<file path="src/rtl/wdt_pkg.sv">
package wdt_pkg;
  localparam int unsigned ADDR_W = 12;
  localparam logic [ADDR_W-1:0] OFS_LOAD  = 12'h000;
  localparam logic [ADDR_W-1:0] OFS_VALUE = 12'h004;
  localparam logic [ADDR_W-1:0] OFS_CTRL  = 12'h008;
  localparam logic [ADDR_W-1:0] OFS_CLR   = 12'h00C;
  localparam logic [ADDR_W-1:0] OFS_RAW   = 12'h010;
  localparam logic [ADDR_W-1:0] OFS_MASK  = 12'h014;
  localparam logic [ADDR_W-1:0] OFS_LOCK  = 12'hC00;

  typedef struct packed {
    logic rst_en;
    logic cnt_en;
  } wdt_ctrl_t;
endpackage

</file>
<file path="src/rtl/wdt_regs.sv">
module wdt_regs #(
  parameter int unsigned DATA_W = 32,
  parameter int unsigned ADDR_W = 12,
  parameter logic [DATA_W-1:0] KEY = 32'h1ACCE551
) (
  input  logic              clk_i,
  input  logic              rst_ni,
  input  logic              req_i,
  input  logic              we_i,
  input  logic [ADDR_W-1:0] addr_i,
  input  logic [DATA_W-1:0] wdata_i,
  input  logic [DATA_W-1:0] cnt_i,
  input  logic              raw_i,
  output logic [DATA_W-1:0] rdata_o,
  output logic [DATA_W-1:0] load_q_o,
  output logic [DATA_W-1:0] load_new_o,
  output wdt_pkg::wdt_ctrl_t ctrl_o,
  output logic              locked_o,
  output logic              load_wr_o,
  output logic              clr_wr_o
);
  import wdt_pkg::*;

  localparam logic [DATA_W-1:0] LOAD_MIN = DATA_W'(1);

  logic [DATA_W-1:0] load_q;
  wdt_ctrl_t         ctrl_q;
  logic              locked_q;
  logic              wr, open_wr;

  assign wr      = req_i & we_i;
  assign open_wr = wr & ~locked_q;

  assign load_new_o = (wdata_i == '0) ? LOAD_MIN : wdata_i;
  assign load_wr_o  = open_wr && (addr_i == OFS_LOAD);
  assign clr_wr_o   = open_wr && (addr_i == OFS_CLR);

  always_ff @(posedge clk_i or negedge rst_ni) begin
    if (!rst_ni) begin
      load_q   <= '1;
      ctrl_q   <= '0;
      locked_q <= 1'b0;
    end else begin
      if (load_wr_o) load_q <= load_new_o;
      if (open_wr && (addr_i == OFS_CTRL)) ctrl_q <= wdt_ctrl_t'(wdata_i[1:0]);
      if (wr && (addr_i == OFS_LOCK)) locked_q <= (wdata_i != KEY);
    end
  end

  always_comb begin
    rdata_o = '0;
    unique case (addr_i)
      OFS_LOAD:  rdata_o = load_q;
      OFS_VALUE: rdata_o = cnt_i;
      OFS_CTRL:  rdata_o[1:0] = ctrl_q;
      OFS_RAW:   rdata_o[0] = raw_i;
      OFS_MASK:  rdata_o[0] = raw_i & ctrl_q.cnt_en;
      OFS_LOCK:  rdata_o[0] = locked_q;
      default:   rdata_o = '0;
    endcase
  end

  assign load_q_o = load_q;
  assign ctrl_o   = ctrl_q;
  assign locked_o = locked_q;
endmodule

</file>
<file path="src/rtl/wdt_counter.sv">
module wdt_counter #(
  parameter int unsigned DATA_W = 32
) (
  input  logic              clk_i,
  input  logic              rst_ni,
  input  logic              cnt_en_i,
  input  logic              rst_en_i,
  input  logic              load_wr_i,
  input  logic              clr_wr_i,
  input  logic [DATA_W-1:0] load_q_i,
  input  logic [DATA_W-1:0] load_new_i,
  output logic [DATA_W-1:0] cnt_o,
  output logic              raw_o,
  output logic              sys_rst_o
);
  logic [DATA_W-1:0] cnt_q;
  logic              raw_q, rst_q;
  logic              at_zero;

  assign at_zero = (cnt_q == '0);

  always_ff @(posedge clk_i or negedge rst_ni) begin
    if (!rst_ni) begin
      cnt_q <= '1;
      raw_q <= 1'b0;
      rst_q <= 1'b0;
    end else if (load_wr_i) begin
      cnt_q <= load_new_i;
    end else if (clr_wr_i) begin
      cnt_q <= load_q_i;
      raw_q <= 1'b0;
    end else if (cnt_en_i) begin
      if (at_zero) begin
        cnt_q <= load_q_i;
        if (!raw_q) raw_q <= 1'b1;
        else if (rst_en_i) rst_q <= 1'b1;
      end else begin
        cnt_q <= cnt_q - DATA_W'(1);
      end
    end
  end

  assign cnt_o     = cnt_q;
  assign raw_o     = raw_q;
  assign sys_rst_o = rst_q;
endmodule

</file>
<file path="src/rtl/wdt_timer.sv">
module wdt_timer #(
  parameter int unsigned DATA_W = 32,
  parameter int unsigned ADDR_W = 12,
  parameter logic [DATA_W-1:0] KEY = 32'h1ACCE551
) (
  input  logic              clk_i,
  input  logic              rst_ni,
  input  logic              req_i,
  input  logic              we_i,
  input  logic [ADDR_W-1:0] addr_i,
  input  logic [DATA_W-1:0] wdata_i,
  output logic [DATA_W-1:0] rdata_o,
  output logic              irq_o,
  output logic              sys_rst_o
);
  import wdt_pkg::*;

  logic [DATA_W-1:0] load_q, load_new, cnt_q;
  wdt_ctrl_t         ctrl_q;
  logic              locked_q, load_wr, clr_wr, raw_q;

  wdt_regs #(.DATA_W(DATA_W), .ADDR_W(ADDR_W), .KEY(KEY)) u_regs (
    .clk_i      (clk_i),
    .rst_ni     (rst_ni),
    .req_i      (req_i),
    .we_i       (we_i),
    .addr_i     (addr_i),
    .wdata_i    (wdata_i),
    .cnt_i      (cnt_q),
    .raw_i      (raw_q),
    .rdata_o    (rdata_o),
    .load_q_o   (load_q),
    .load_new_o (load_new),
    .ctrl_o     (ctrl_q),
    .locked_o   (locked_q),
    .load_wr_o  (load_wr),
    .clr_wr_o   (clr_wr)
  );

  wdt_counter #(.DATA_W(DATA_W)) u_cnt (
    .clk_i      (clk_i),
    .rst_ni     (rst_ni),
    .cnt_en_i   (ctrl_q.cnt_en),
    .rst_en_i   (ctrl_q.rst_en),
    .load_wr_i  (load_wr),
    .clr_wr_i   (clr_wr),
    .load_q_i   (load_q),
    .load_new_i (load_new),
    .cnt_o      (cnt_q),
    .raw_o      (raw_q),
    .sys_rst_o  (sys_rst_o)
  );

  assign irq_o = raw_q & ctrl_q.cnt_en;
endmodule

</file>
<file path="config.mk">
export PLATFORM = sky130hd
export DESIGN_NAME = wdt_timer
export DESIGN_NICKNAME = d
export VERILOG_FILES = /design/src/rtl/wdt_pkg.sv /design/src/rtl/wdt_regs.sv /design/src/rtl/wdt_counter.sv /design/src/rtl/wdt_timer.sv
export SDC_FILE = /design/constraint.sdc
export NUM_CORES = 1
export LEC_CHECK = 0
export ABC_CLOCK_PERIOD_IN_PS = 5300
export BUFFER_PORTS_ARGS = -buffer_cell sky130_fd_sc_hd__buf_2
export CAP_MARGIN = 20
export CORE_MARGIN = 2
export CORE_UTILIZATION = 45
export DETAILED_ROUTE_END_ITERATION = 10
export GPL_TIMING_DRIVEN = 0
export PLACE_DENSITY = 0.71
export SLEW_MARGIN = 20
export SYNTH_ARGS = -nofsm -noshare
export SYNTH_HDL_FRONTEND = slang
export SYNTH_SLANG_ARGS = --single-unit
</file>
<file path="constraint.sdc">
create_clock -name clk_i -period 5.3 [get_ports clk_i]
set_clock_uncertainty 0.2 [all_clocks]
set_input_delay 1.325 -clock clk_i [delete_from_list [all_inputs] [get_ports clk_i]]
set_output_delay 1.325 -clock clk_i [all_outputs]
set_load 0.01 [all_outputs]
</file>
# After elaboration in Yosys (flattened, before gate mapping)
# Index checks and enable logic that the tools add are counted.
[word_totals] wordCells=44 in_bits=48 output_inout_bits=34 regBits=69
[classes] n_eq_ne=7 addsub=1 n_reduce_logical=12 bitwise=6 n_mux=11
[op_table] operator="32-bit 2-to-1 mux" n=5
[op_table] operator="32-bit logical NOT" n=2
[op_table] operator="30-bit one-hot mux with 2 select lines" n=1
[op_table] operator="32-bit by 29-bit inequality test with 1-bit output (second input constant)" n=1
[op_table] operator="32-bit by 1-bit subtractor with 32-bit output (second input constant)" n=1
[op_table] operator="12-bit by 4-bit == test with 1-bit output (second input constant)" n=2
[op_table] operator="12-bit by 5-bit == test with 1-bit output (second input constant)" n=2
[op_table] operator="12-bit == test (second input constant)" n=1
[op_table] operator="12-bit by 3-bit == test with 1-bit output (second input constant)" n=1
[op_table] operator="12-bit logical NOT" n=1
[op_table] operator="1-bit one-hot mux with 6 select lines" n=1
[op_table] operator="6-bit AND reduction" n=1
[op_table] operator="1-bit logical AND" n=4
[op_table] operator="2-bit nonzero test" n=2
[op_table] operator="1-bit bitwise AND" n=3
[op_table] operator="1-bit 2-to-1 mux" n=3
[op_table] operator="1-bit inverter" n=3
[op_table] operator="1-bit one-hot mux with 3 select lines" n=1
[op_table] operator="3-bit AND reduction" n=1
[op_table] operator="3-bit nonzero test" n=1

# Logic depth before layout (Yosys ltp)
# Gate-level depths: netlist of the first run.
[logic_depth] depth_word=5 ltp_mapped=10 depth_no_buf=8

# Modules after synthesis
# Synthesis of the first run repeated with hierarchy kept, for this count alone.
[hier_totals] hier_cells=531 hier_area_um2=4958.5
[modules_own_cells] mod="wdt_counter" seq_area_each_um2=890.9 n_inst=1 cells_each=335 area_per_inst_um2=2855.2
[modules_own_cells] mod="wdt_regs" seq_area_each_um2=915.9 n_inst=1 cells_each=195 area_per_inst_um2=2097.0
[modules_own_cells] mod="wdt_timer" seq_area_each_um2=0.0 n_inst=1 cells_each=1 area_per_inst_um2=6.3

# Worst setup path before layout of the first run
# OpenSTA, ideal clock, no wires.
[synth_path] kind="input-to-output" from="input port addr_i[5]" to="output port rdata_o[12]" arrival_time_ns=2.830 n_path_buf=1 required_time_ns=3.775 path_stages=5 setup_slack_ns=0.945 cell_sequence="nor4_1 nand2_1 nor3_1 clkbuf_1 a22o_1"
[synth_via] elab_chain_len=2 word_cells_on_any_way=3 classes_between="eq/ne: 1; mux: 1; reduce/logical: 1"
[synth_lines] item="start: declaration" line_no="wdt_timer.sv:10" text="input logic [ADDR_W-1:0] addr_i,"
[synth_lines] item="12-bit by 3-bit == test with 1-bit output / 12-bit logical NOT (equally long branches)" line_no="wdt_regs.sv:52" text="unique case (addr_i)"
[synth_lines] item="30-bit one-hot mux with 2 select lines *" line_no="wdt_regs.sv:52"
[synth_lines] item="end: declaration" line_no="wdt_timer.sv:12" text="output logic [DATA_W-1:0] rdata_o,"
# Every way passes the cells marked *; elsewhere a longest branch is shown, timed or not.

# Final worst setup path of the first run
[layout_path] from="input port addr_i[9]" to="output port rdata_o[28]"
# The elaborated chain is that of the path after synthesis.

==> load_flow_metrics.sql, run 1 <==
INSERT INTO impl_metrics (metric_group, metric, value, unit) VALUES
('yosys', 'async_flop_share', '100.0', '%'),
('routing', 'iteration_0_drc_count_of_the_detailed_router', '606', ''),
('routing', 'wirelength', '18270', 'um'),
('cts', 'clockRootBuffer', 'sky130_fd_sc_hd__clkbuf_8', ''),
('routing', 'routed_via_density', '6.558', ''),
('finish', 'fin_nets', '703', ''),
('cts', 'clk_pin_slew_worst_paths', '0.07', 'ns'),
('yosys', 'post_synth_cell_types', '66', ''),
('critical_path', 'r2r_end', 'u_cnt.cnt_o[14]', ''),
('critical_path', 'crit_path_end', 'rdata_o[28]', ''),
('timing', 'postLayoutSetupSlackWorst', '0.1221', 'ns'),
('timing', 'rsz_0062_raised_after_global_routing', 'no', ''),
('critical_path', 'reg_to_reg_start', 'u_cnt.cnt_o[22]', ''),
('critical_path', 'crit_type', 'input port to primary output', ''),
('finish', 'layout.cells.most_common', 'sky130_fd_sc_hd__nand2_1', ''),
('grt', 'grt_max_degree', '40', ''),
('timing', 'report.final.setup_viol', '0', ''),
('pwr', 'power.density', '247.4', 'nW/um^2'),
('timing', 'setup-tns-final', '0', 'ns'),
('grt', 'number_of_global_route_vias_before_repair', '4799', ''),
('die', 'rows', '37', ''),
('yosys', 'postSynthCellCount', '562', ''),
('cts', 'clock_tree_buffer_depth', '2', ''),
('timing', 'timing.final.hold_violations', '0', ''),
('critical_path', 'critical_path_required', '3.77', 'ns'),
('timing', 'worst_slew_pin_slew', '1.012', 'ns'),
('routing', 'routed-via-count', '5207', ''),
('min_path', 'min_delay_path_class', 'register to register', ''),
('timing', 'slew-limit-headroom', '31.92', '%'),
('critical_path', 'critPathCaptureType', 'primary output', ''),
('die', 'dieWidth', '106.1', 'um'),
('finish', 'fill_cells', '988', ''),
('place', 'gp_routability_congestion', '0.9914', ''),
('finish', 'areaGrowthSynthToFinish', '17.78', '%'),
('die', 'fp.dieArea', '11270', 'um^2'),
('yosys', 'yosys_warnings', '0', ''),
('critical_path', 'r2r.worst_path.cells', '7', ''),
('routing', 'drc_errors', '0', ''),
('critical_path', 'critPathLaunch', 'addr_i[9]', ''),
('routing', 'detail-route-antenna-nets', '0', ''),
('status', 'run_status', 'complete, no violations', ''),
('critical_path', 'worst_setup_path_start_kind', 'input port', ''),
('place', 'port-buffer-count', '79', ''),
('timing', 'period_share', '97.70', '%'),
('die', 'core-area', '10230', 'um^2'),
('min_path', 'startpoint_of_the_most_critical_hold_path', 'u_cnt.sys_rst_o', ''),
('timing', 'maxClockFrequency', '193.1', 'MHz'),
('yosys', 'flip_flop_and_latch_count_after_synthesis', '69', ''),
('cts', 'setup_bufs_post_cts', '0', ''),
('yosys', 'ys.flop_type', 'sky130_fd_sc_hd__dfstp_2', ''),
('cts', 'numCtsBuffers', '9', ''),
('critical_path', 'critPathMaxFanout', '10', ''),
('yosys', 'synthesis.area', '4695', 'um^2'),
('yosys', 'syn_nets', '612', ''),
('pwr', 'ir_drop', '0.0001524', 'V'),
('grt', 'antenna_found_initial', '1', ''),
('finish', 'drive_above_1_share', '28.88', '%'),
('timing', 'post-route-min-period', '5.178', 'ns'),
('cts', 'worst_skew_pair.late_latency', '0.35', 'ns'),
('yosys', 'synth_edf_count', '0', ''),
('die', 'die_h', '106.1', 'um'),
('critical_path', 'cp_data_arrival_time', '3.65', 'ns'),
('timing', 'minimum_hold_slack', '0.2631', 'ns'),
('die', 'ports', '82', ''),
('job', 'maxCapViolCount', '0', ''),
('cts', 'cts.htree.levels', '3', ''),
('finish', 'final_cell_mix', 'sky130_fd_sc_hd__nand2_1 (132), sky130_fd_sc_hd__buf_2 (85), sky130_fd_sc_hd__dfstp_2 (64)', ''),
('yosys', 'yosysSeqAreaShare', '38.49', '%'),
('yosys', 'avgSynthCellArea', '8.353', 'um^2'),
('place', 'dpl_worst_slack', '-0.01863', 'ns'),
('finish', 'antenna_cells_inserted', '0', ''),
('routing', 'drt_pre_antenna_iters', '8', ''),
('critical_path', 'reg2reg_slack', '1.83', 'ns'),
('pwr', 'p_leak', '0.002290', 'uW'),
('timing', 'timing_max_transition_violations_final', '0', ''),
('place', 'dp_hpwl', '13570', 'um'),
('cts', 'postCtsHoldBufs', '0', ''),
('grt', 'grt_pass1_wl', '27710', 'um'),
('die', 'starting_density_of_the_core', '45.88', '%'),
('grt', 'globalRoute.totalOverflow', '0', ''),
('cts', 'tritoncts', 'yes', ''),
('cts', 'cts.sink_count', '69', ''),
('grt', 'groute.usage.overall', '32.59', '%'),
('routing', 'avgRoutedWirePerCell', '23.02', 'um');
layout make-up:
| class | instances | area (um^2) | share of cell area [%] |
|---|---|---|---|
| Clock inverter | 4 | 70.07 | 1.267 |
| Timing Repair Buffer | 80 | 417.9 | 7.558 |
| Clock buffer | 12 | 155.1 | 2.806 |
| Buffer | 33 | 163.9 | 2.964 |
| Inverter | 6 | 22.52 | 0.4073 |
| Tap cell | 136 | 170.2 | 3.078 |
| Multi-Input combinational cell | 454 | 2723 | 49.24 |
| Sequential cell | 69 | 1807 | 32.68 |
flip-flops by register name (all words and copies together) (netlist names):
register / count
u_regs.load_q_o: 32
u_cnt.cnt_o: 32
u_regs.ctrl_o: 2
u_cnt.raw_o: 1
u_regs.locked_o: 1
u_cnt.sys_rst_o: 1
worst min path at each step:
stage / end / slack [ns] / cells past startpoint
4_1_cts: u_regs.load_q_o[12] / 0.27 / 2
3_5_place_dp: u_cnt.sys_rst_o / 0.25 / 1
3_3_place_gp: u_regs.load_q_o[12] / 0.25 / 2
6_report: u_cnt.sys_rst_o / 0.26 / 1
2_1_floorplan: u_regs.load_q_o[12] / 0.24 / 2
5_1_grt: u_regs.load_q_o[28] / 0.28 / 2
layer usage:
layer	wire length, um	part of all wire [%]	vias up	track usage [%]
li1	-	-	2278	-
met1	7477	41	2545	44.52
met2	8465	46	338	51.19
met3	1875	10	46	7.174
met4	456	2.5	0	10.90
met5	0	0	-	0
per-stage QoR:
step	std cells	power, uW	utilization (%)	instance area (um^2)
2_1_floorplan	562	772.5	-	4695
3_3_place_gp	777	859.2	51.41	5260
3_5_place_dp	778	869.2	51.77	5296
4_1_cts	794	1364	53.98	5523
5_1_grt	794	1421	54.04	5529
6_report	794	1368	54.04	5529
cell families (layout without fill, tap and decap cells):
group	Yosys count	count (layout)	share of synthesized area (%)
AND/OR/NAND/NOR	298	298	32.04
XOR/XNOR	6	6	1.120
buffers and inverters	39	135	3.944
flip-flops	69	69	38.49
AO/OA/AOI/OAI	136	136	21.24
multiplexers	12	12	2.639
adder cells (fa/ha/maj)	2	2	0.5330
cell usage after synthesis, types with 3 or more instances:
cell type | n | area (um^2)
sky130_fd_sc_hd__nor2_1 | 33 | 123.9
sky130_fd_sc_hd__inv_1 | 6 | 22.52
sky130_fd_sc_hd__o211ai_1 | 10 | 75.07
sky130_fd_sc_hd__and4_1 | 3 | 26.28
sky130_fd_sc_hd__or3_1 | 8 | 50.05
sky130_fd_sc_hd__dfstp_2 | 64 | 1682
sky130_fd_sc_hd__o21ai_1 | 4 | 20.02
sky130_fd_sc_hd__a32oi_1 | 4 | 35.03
sky130_fd_sc_hd__nand2_1 | 132 | 495.5
sky130_fd_sc_hd__nor3b_1 | 3 | 22.52
sky130_fd_sc_hd__nor3_1 | 25 | 125.1
sky130_fd_sc_hd__mux2i_1 | 9 | 90.09
sky130_fd_sc_hd__mux2_2 | 3 | 33.78
sky130_fd_sc_hd__xnor2_1 | 3 | 26.28
sky130_fd_sc_hd__a21boi_0 | 4 | 30.03
sky130_fd_sc_hd__a21oi_1 | 12 | 60.06
sky130_fd_sc_hd__dfrtp_1 | 5 | 125.1
sky130_fd_sc_hd__and2_1 | 3 | 18.77
sky130_fd_sc_hd__nand4_1 | 12 | 75.07
sky130_fd_sc_hd__a31oi_1 | 7 | 43.79
sky130_fd_sc_hd__nor4_2 | 3 | 37.54
sky130_fd_sc_hd__xor2_1 | 3 | 26.28
sky130_fd_sc_hd__nand2b_1 | 3 | 18.77
sky130_fd_sc_hd__nor4_1 | 24 | 150.1
sky130_fd_sc_hd__buf_2 | 7 | 35.03
sky130_fd_sc_hd__a21o_1 | 5 | 37.54
sky130_fd_sc_hd__a22oi_1 | 3 | 22.52
sky130_fd_sc_hd__a221o_1 | 4 | 40.04
sky130_fd_sc_hd__clkbuf_1 | 22 | 82.58
sky130_fd_sc_hd__buf_6 | 4 | 45.04
sky130_fd_sc_hd__o31a_1 | 3 | 26.28
sky130_fd_sc_hd__or4_1 | 6 | 45.04
sky130_fd_sc_hd__nand3_1 | 22 | 110.1
sky130_fd_sc_hd__o21ai_0 | 28 | 140.1
sky130_fd_sc_hd__a22o_1 | 31 | 271.5
power breakdown:
part / switching [uW] / internal (uW) / leakage, uW
Sequential: 50.3 / 585 / 0.000730
Combinational: 142 / 89.4 / 0.00144
Clock: 212 / 290 / 0.000116
Total: 404 / 964 / 0.00229
critical path, cell delays in order:
cell and delay (ns):
sky130_fd_sc_hd__buf_2 0.12, sky130_fd_sc_hd__or4_4 0.53, sky130_fd_sc_hd__buf_6 0.16, sky130_fd_sc_hd__nor3_1 0.53
sky130_fd_sc_hd__clkbuf_1 0.56, sky130_fd_sc_hd__a22o_1 0.28, sky130_fd_sc_hd__buf_2 0.14
timing repair:
item | in CTS | in global routing
hold endpoints to repair | 0 | 0
endpoints found under the setup margin | 3 | 20
resized for setup | 1 | 1
Note: power is estimated with default switching activity, not from simulation.
==> inputs of run 2 (changes only) <==
CORE_UTILIZATION = 43   (was 45)
PLACE_DENSITY = 0.69   (was 0.71)
==> load_flow_metrics.sql, run 2 (synthesis results as in run 1) <==
INSERT INTO impl_metrics (metric_group, metric, value, unit) VALUES
('finish', 'layoutNonFillerInstCount', '798', ''),
('critical_path', 'critical-path-slowest-cell', 'sky130_fd_sc_hd__or4_4', ''),
('cts', 'cts.htree.levels', '3', ''),
('critical_path', 'critical_path_required', '3.77', 'ns'),
('die', 'die_h', '108.5', 'um'),
('cts', 'postCtsHoldBufs', '0', ''),
('routing', 'drc_errors', '0', ''),
('routing', 'drt_pre_antenna_iters', '6', ''),
('job', 'maxCapViolCount', '0', ''),
('critical_path', 'critical_path.max_stage_delay', '0.53', 'ns'),
('critical_path', 'critPathMaxFanout', '10', ''),
('finish', 'final_cell_mix', 'sky130_fd_sc_hd__nand2_1 (132), sky130_fd_sc_hd__buf_2 (85), sky130_fd_sc_hd__dfstp_2 (64)', ''),
('die', 'dieWidth', '108.5', 'um'),
('pwr', 'p_leak', '0.002265', 'uW'),
('critical_path', 'cp_common_cell', 'sky130_fd_sc_hd__buf_2', ''),
('cts', 'worst_skew_pair.late_latency', '0.37', 'ns'),
('critical_path', 'reg2reg_slack', '1.80', 'ns'),
('min_path', 'startpoint_of_the_most_critical_hold_path', 'u_regs.load_q_o[19]', ''),
('place', 'gp_routability_congestion', '0.9862', ''),
('grt', 'antenna_found_initial', '0', ''),
('routing', 'detail-route-antenna-nets', '0', ''),
('timing', 'period_share', '94.35', '%'),
('cts', 'tritoncts', 'yes', ''),
('die', 'starting_density_of_the_core', '43.69', '%'),
('timing', 'rsz_0062_raised_after_global_routing', 'no', ''),
('die', 'rows', '38', ''),
('finish', 'drive_above_1_share', '28.72', '%'),
('cts', 'clock_tree_buffer_depth', '2', ''),
('timing', 'maxClockFrequency', '200.0', 'MHz'),
('die', 'ports', '82', ''),
('grt', 'grt_most_used_layer', 'met2', ''),
('status', 'run_status', 'complete, no violations', ''),
('timing', 'worst_slew_pin_slew', '1.044', 'ns'),
('routing', 'wirelength', '18700', 'um'),
('cts', 'numCtsBuffers', '9', ''),
('pwr', 'fin_total_pwr', '1264', 'uW'),
('routing', 'avgRoutedWirePerCell', '23.44', 'um'),
('routing', 'routed_via_density', '6.500', ''),
('min_path', 'min_delay_path_class', 'register to register', ''),
('cts', 'cts.sink_count', '69', ''),
('finish', 'areaGrowthSynthToFinish', '16.60', '%'),
('critical_path', 'critPathCaptureType', 'primary output', ''),
('timing', 'report.final.setup_viol', '0', ''),
('grt', 'globalRouteMet3Util', '7.896', '%'),
('timing', 'timing.final.hold_violations', '0', ''),
('timing', 'timing_max_transition_violations_final', '0', ''),
('critical_path', 'cp_data_arrival_time', '3.48', 'ns'),
('critical_path', 'r2r_end', 'u_cnt.cnt_o[14]', ''),
('grt', 'globalRouteMet2Util', '50.71', '%'),
('timing', 'post-route-min-period', '5.000', 'ns'),
('finish', 'layout.cells.most_common', 'sky130_fd_sc_hd__nand2_1', ''),
('place', 'port-buffer-count', '79', ''),
('critical_path', 'cp_cell_sequence', 'buf_2 > or4_4 > buf_6 > nor3_1 > clkbuf_2 > a22o_1 > buf_2', ''),
('finish', 'fin_nets', '703', ''),
('critical_path', 'crit_type', 'input port to primary output', ''),
('grt', 'use_met1', '43.61', '%'),
('grt', 'groute.usage.overall', '33.16', '%'),
('finish', 'antenna_cells_inserted', '0', ''),
('cts', 'clk_pin_slew_worst_paths', '0.07', 'ns'),
('cts', 'setup_bufs_post_cts', '0', ''),
('pwr', 'ir_drop', '0.0001342', 'V'),
('grt', 'globalRoute.totalOverflow', '0', ''),
('place', 'count_of_placed_standard_cells_including_taps', '782', ''),
('critical_path', 'reg_to_reg_start', 'u_cnt.cnt_o[15]', ''),
('die', 'core-area', '10750', 'um^2'),
('grt', 'number_of_global_route_vias_before_repair', '4983', ''),
('critical_path', 'r2r.worst_path.cells', '9', ''),
('grt', 'grt_pass1_wl', '28610', 'um'),
('die', 'fp.dieArea', '11770', 'um^2'),
('pwr', 'power.density', '230.9', 'nW/um^2'),
('critical_path', 'critPathLaunch', 'addr_i[9]', ''),
('grt', 'grt_max_degree', '41', ''),
('place', 'dp_hpwl', '13550', 'um'),
('critical_path', 'worst_setup_path_start_kind', 'input port', ''),
('routing', 'iteration_0_drc_count_of_the_detailed_router', '547', ''),
('cts', 'clockRootBuffer', 'sky130_fd_sc_hd__clkbuf_8', ''),
('routing', 'routed-via-count', '5187', ''),
('timing', 'slew-limit-headroom', '29.85', '%'),
('critical_path', 'crit_path_end', 'rdata_o[25]', '');
## run 2: changes by cell type in the layout (fill, tap and decap cells not counted), sizes merged
| cell | previous run | this run |
|---|---|---|
| bufinv | 2 | 0 |
| clkbuf | 34 | 36 |
## run 2: critical path, delay by kind of cell
family	cells	cell delay, ns
AO/OA/AOI/OAI	1	0.23
AND/OR/NAND/NOR	2	1.05
buffers and inverters	4	0.86
## run 2: cell type report
class                           instances  area (um^2)
Inverter                                6        22.52
Clock buffer                           14        152.6
Sequential cell                        69         1807
Tap cell                              140        175.2
Buffer                                 33        166.4
Fill cell                            1080         5271
Multi-Input combinational cell        454         2723
Timing Repair Buffer                   80        417.9
Clock inverter                          2        10.01
## run 2: worst min-delay path by stage
stage                                      to  slack [ns]  depth (start not counted)
after floorplan           u_regs.load_q_o[12]        0.24                          2
after CTS                  u_regs.load_q_o[8]        0.27                          2
after detailed placement   u_regs.load_q_o[8]        0.25                          2
after global routing       u_regs.load_q_o[8]        0.28                          2
after global placement     u_regs.load_q_o[8]        0.25                          2
final                     u_regs.load_q_o[19]        0.27                          2
## run 2: layer usage
layer | wire (um) | part of all wire, % | vias up
li1 | - | - | 2287
met1 | 7580 | 41 | 2508
met2 | 8440 | 45 | 327
met3 | 1905 | 10 | 65
met4 | 777 | 4.2 | 0
met5 | 0 | 0 | -
## run 2: timing repair
item,in CTS,in global routing
endpoints found under the setup margin,23,5
cloned,0,0
gates resized for setup,3,2
hold endpoints to repair,0,0
## run 2: stage by stage
step | util, % | setup WS [ns] | setup TNS, ns | hold WS [ns] | area (um^2)
detailed placement | 49.29 | -0.05489 | -0.3518 | 0.2549 | 5296
CTS | 50.89 | 0.1745 | 0 | 0.2655 | 5468
finish | 50.94 | 0.2997 | 0 | 0.2658 | 5474
global placement | 49.00 | -0.04343 | -0.2021 | 0.2534 | 5265
global route | 50.94 | 0.1748 | 0 | 0.2794 | 5474
floorplan | - | 0.9450 | 0 | 0.2391 | 4695
## run 2: where the power goes
part | switching [uW] | internal (uW)
registers | 51.2 | 585
logic | 144 | 89.9
clock network | 212 | 182
==> inputs of run 3 (changes only) <==
ABC_AREA = 1   (was unset)
BUFFER_PORTS_ARGS = unset   (was -buffer_cell sky130_fd_sc_hd__buf_2)
DONT_BUFFER_PORTS = 1   (was unset)
PLACE_DENSITY = 0.63   (was 0.69)
==> load_flow_metrics.sql, run 3 <==
INSERT INTO impl_metrics (metric_group, metric, value, unit) VALUES
('timing', 'report.final.setup_viol', '0', ''),
('timing', 'period_share', '86.76', '%'),
('routing', 'routed_via_density', '5.521', ''),
('place', 'port-buffer-count', '0', ''),
('yosys', 'yosysSeqAreaShare', '35.54', '%'),
('yosys', 'synthesis.area', '5084', 'um^2'),
('finish', 'fin_nets', '849', ''),
('cts', 'clockRootBuffer', 'sky130_fd_sc_hd__clkbuf_16', ''),
('cts', 'cts.sink_count', '69', ''),
('die', 'die_h', '112.7', 'um'),
('finish', 'post-route-util', '48.24', '%'),
('yosys', 'avgSynthCellArea', '6.451', 'um^2'),
('timing', 'rsz_0062_raised_after_global_routing', 'no', ''),
('timing', 'minimum_hold_slack', '0.2802', 'ns'),
('finish', 'antenna_cells_inserted', '0', ''),
('place', 'dpl_worst_slack', '0.7123', 'ns'),
('pwr', 'fin_total_pwr', '1109', 'uW'),
('critical_path', 'critPathMaxFanout', '10', ''),
('critical_path', 'crit_type', 'input port to primary output', ''),
('timing', 'worst_slew_pin_slew', '0.7125', 'ns'),
('place', 'gp_routability_congestion', '0.9322', ''),
('die', 'dieWidth', '112.7', 'um'),
('yosys', 'synth.top_cell.area_share', '33.08', '%'),
('cts', 'postCtsHoldBufs', '0', ''),
('die', 'starting_density_of_the_core', '44.33', '%'),
('routing', 'wirelength', '17720', 'um'),
('pwr', 'intPower', '860.8', 'uW'),
('cts', 'setup_bufs_post_cts', '0', ''),
('yosys', 'netlist_top_cells_area', 'sky130_fd_sc_hd__dfstp_2 (33%), sky130_fd_sc_hd__nand2_1 (16%), sky130_fd_sc_hd__nor2_1 (9.4%), sky130_fd_sc_hd__inv_1 (7.9%), sky130_fd_sc_hd__o21ai_0 (6.4%)', ''),
('critical_path', 'critPathCaptureType', 'primary output', ''),
('finish', 'areaGrowthSynthToFinish', '8.811', '%'),
('pwr', 'power.density', '200.5', 'nW/um^2'),
('cts', 'clock_tree_buffer_depth', '2', ''),
('pwr', 'sequentialPowerShare', '47.8', '%'),
('timing', 'slew-limit-headroom', '52.50', '%'),
('yosys', 'postSynthCellCount', '788', ''),
('yosys', 'synth_edf_count', '0', ''),
('yosys', 'most_numerous_cell_in_the_yosys_netlist', 'sky130_fd_sc_hd__nand2_1', ''),
('timing', 'setup-tns-final', '0', 'ns'),
('die', 'fp.dieArea', '12710', 'um^2'),
('die', 'ports', '82', ''),
('timing', 'timing.final.hold_violations', '0', ''),
('yosys', 'synth_top_area_cell', 'sky130_fd_sc_hd__dfstp_2', ''),
('die', 'core-area', '11470', 'um^2'),
('cts', 'cts.htree.levels', '3', ''),
('routing', 'detail-route-antenna-nets', '0', ''),
('die', 'rows', '39', ''),
('finish', 'fill_cells', '1220', ''),
('yosys', 'yosys_warnings', '0', ''),
('min_path', 'min_delay_path_class', 'register to register', ''),
('cts', 'post_cts_resized', '0', ''),
('cts', 'clk_pin_slew_worst_paths', '0.06', 'ns'),
('grt', 'number_of_global_route_vias_before_repair', '4947', ''),
('routing', 'drt_pre_antenna_iters', '5', ''),
('finish', 'final_cell_mix', 'sky130_fd_sc_hd__nand2_1 (213), sky130_fd_sc_hd__nor2_1 (127), sky130_fd_sc_hd__inv_1 (107)', ''),
('pwr', 'power_frac_comb', '1.6', '%'),
('cts', 'worst_skew_pair.late_latency', '0.35', 'ns'),
('routing', 'drc_errors', '0', ''),
('routing', 'routed-via-count', '5223', ''),
('critical_path', 'cp_data_arrival_time', '3.07', 'ns'),
('cts', 'tritoncts', 'yes', ''),
('yosys', 'syn_nets', '838', ''),
('yosys', 'async_flop_share', '100.0', '%'),
('yosys', 'ys.flop_type', 'sky130_fd_sc_hd__dfstp_2', ''),
('timing', 'maxClockFrequency', '217.5', 'MHz'),
('cts', 'numCtsBuffers', '9', ''),
('pwr', 'p_sw', '248.2', 'uW'),
('finish', 'drive_above_1_share', '14.82', '%'),
('critical_path', 'worst_setup_path_start_kind', 'input port', ''),
('pwr', 'ir_drop', '0.0001294', 'V'),
('routing', 'avgRoutedWirePerCell', '18.73', 'um'),
('yosys', 'post_synth_cell_types', '32', ''),
('status', 'run_status', 'complete, no violations', ''),
('critical_path', 'critical_path_required', '3.77', 'ns'),
('timing', 'postLayoutSetupSlackWorst', '0.7018', 'ns'),
('pwr', 'clock_power_share', '50.7', '%'),
('timing', 'post-route-min-period', '4.598', 'ns'),
('pwr', 'switching_share', '22.38', '%'),
('grt', 'globalRoute.totalOverflow', '0', ''),
('routing', 'iteration_0_drc_count_of_the_detailed_router', '455', ''),
('grt', 'groute.usage.overall', '28.86', '%'),
('grt', 'grt_max_degree', '70', ''),
('grt', 'grt_pass1_wl', '27920', 'um'),
('pwr', 'p_leak', '0.002572', 'uW'),
('job', 'maxCapViolCount', '0', ''),
('yosys', 'flip_flop_and_latch_count_after_synthesis', '69', ''),
('place', 'dp_hpwl', '13620', 'um'),
('finish', 'layout.cells.most_common', 'sky130_fd_sc_hd__nand2_1', ''),
('timing', 'timing_max_transition_violations_final', '0', ''),
('grt', 'antenna_found_initial', '0', ''),
('yosys', 'post_synth_most_frequent_cells', 'sky130_fd_sc_hd__nand2_1 (213), sky130_fd_sc_hd__nor2_1 (127), sky130_fd_sc_hd__inv_1 (107), sky130_fd_sc_hd__o21ai_0 (65), sky130_fd_sc_hd__dfstp_2 (64)', '');
==> run 3: cell count changes after synthesis, sizes merged, moves of 10 or more <==
cell,previous run,this run
inv,6,110
o22ai,1,12
xor2,3,16
a22o,31,0
nand2,132,215
clkbuf,22,9
nor3,26,3
nand3,22,63
nand4,12,22
nor4,29,0
nor2,35,138
o21ai,33,77
==> run 3: per-stage QoR <==
| stage | instance area [um^2] | std cells |
|---|---|---|
| CTS | 5532 | 946 |
| global route | 5532 | 946 |
| floorplan | 5084 | 788 |
| detailed placement | 5263 | 931 |
| global placement | 5263 | 931 |
| finish | 5532 | 946 |
==> run 3: worst max-delay path, stage by stage <==
cell and delay [ns]:
sky130_fd_sc_hd__nor2_1 0.17, sky130_fd_sc_hd__nand2_1 0.12, sky130_fd_sc_hd__nor3_1 0.34, sky130_fd_sc_hd__nand2_1 0.18, sky130_fd_sc_hd__clkbuf_1 0.37, sky130_fd_sc_hd__o21ai_0 0.57
==> run 3: kinds of logic after synthesis <==
logic type / synth area share (%)
AO/OA/AOI/OAI: 10.93
XOR/XNOR: 2.756
adder cells (fa/ha/maj): 0.4922
AND/OR/NAND/NOR: 38.49
buffers and inverters: 11.59
multiplexers: 0.1969
flip-flops: 35.54
==> run 3: area by class of cell <==
class	count	area (um^2)	area share, %
Buffer	29	176.4	3.189
Clock buffer	11	242.7	4.388
Clock inverter	4	26.28	0.4750
Inverter	110	412.9	7.464
Multi-Input combinational cell	580	2688	48.59
Sequential cell	69	1807	32.66
Tap cell	143	178.9	3.235
==> run 3: final timing paths <==
kind,slack [ns],cells after the start,endpoint,start
max,0.70,6,rdata_o[16],addr_i[1]
min,0.28,2,u_regs.load_q_o[0],u_regs.load_q_o[0]
max reg2reg,3.08,8,u_cnt.cnt_o[26],u_cnt.cnt_o[0]
min reg2reg,0.28,2,u_regs.load_q_o[0],u_regs.load_q_o[0]
max in group asynchronous,4.18,0,u_cnt.cnt_o[30],rst_ni
min in group asynchronous,0.48,0,u_cnt.raw_o,rst_ni
==> run 3: power by group through the flow <==
stage / clock network (uW) / registers (uW) / logic (uW)
2_1_floorplan: 0 / 537 / 12.5
5_1_grt: 593 / 529 / 19.8
6_report: 562 / 530 / 17.2
4_1_cts: 569 / 530 / 17.1
3_5_place_dp: 0 / 537 / 17.0
3_3_place_gp: 0 / 537 / 16.6
==> run 3: per-layer routing <==
| layer | track usage, % | vias up | wire length, um |
|---|---|---|---|
| li1 | - | 2520 | - |
| met1 | 40.61 | 2459 | 7812 |
| met2 | 43.91 | 222 | 7907 |
| met3 | 7.231 | 22 | 1664 |
| met4 | 8.943 | 0 | 331 |
| met5 | 0 | - | 0 |
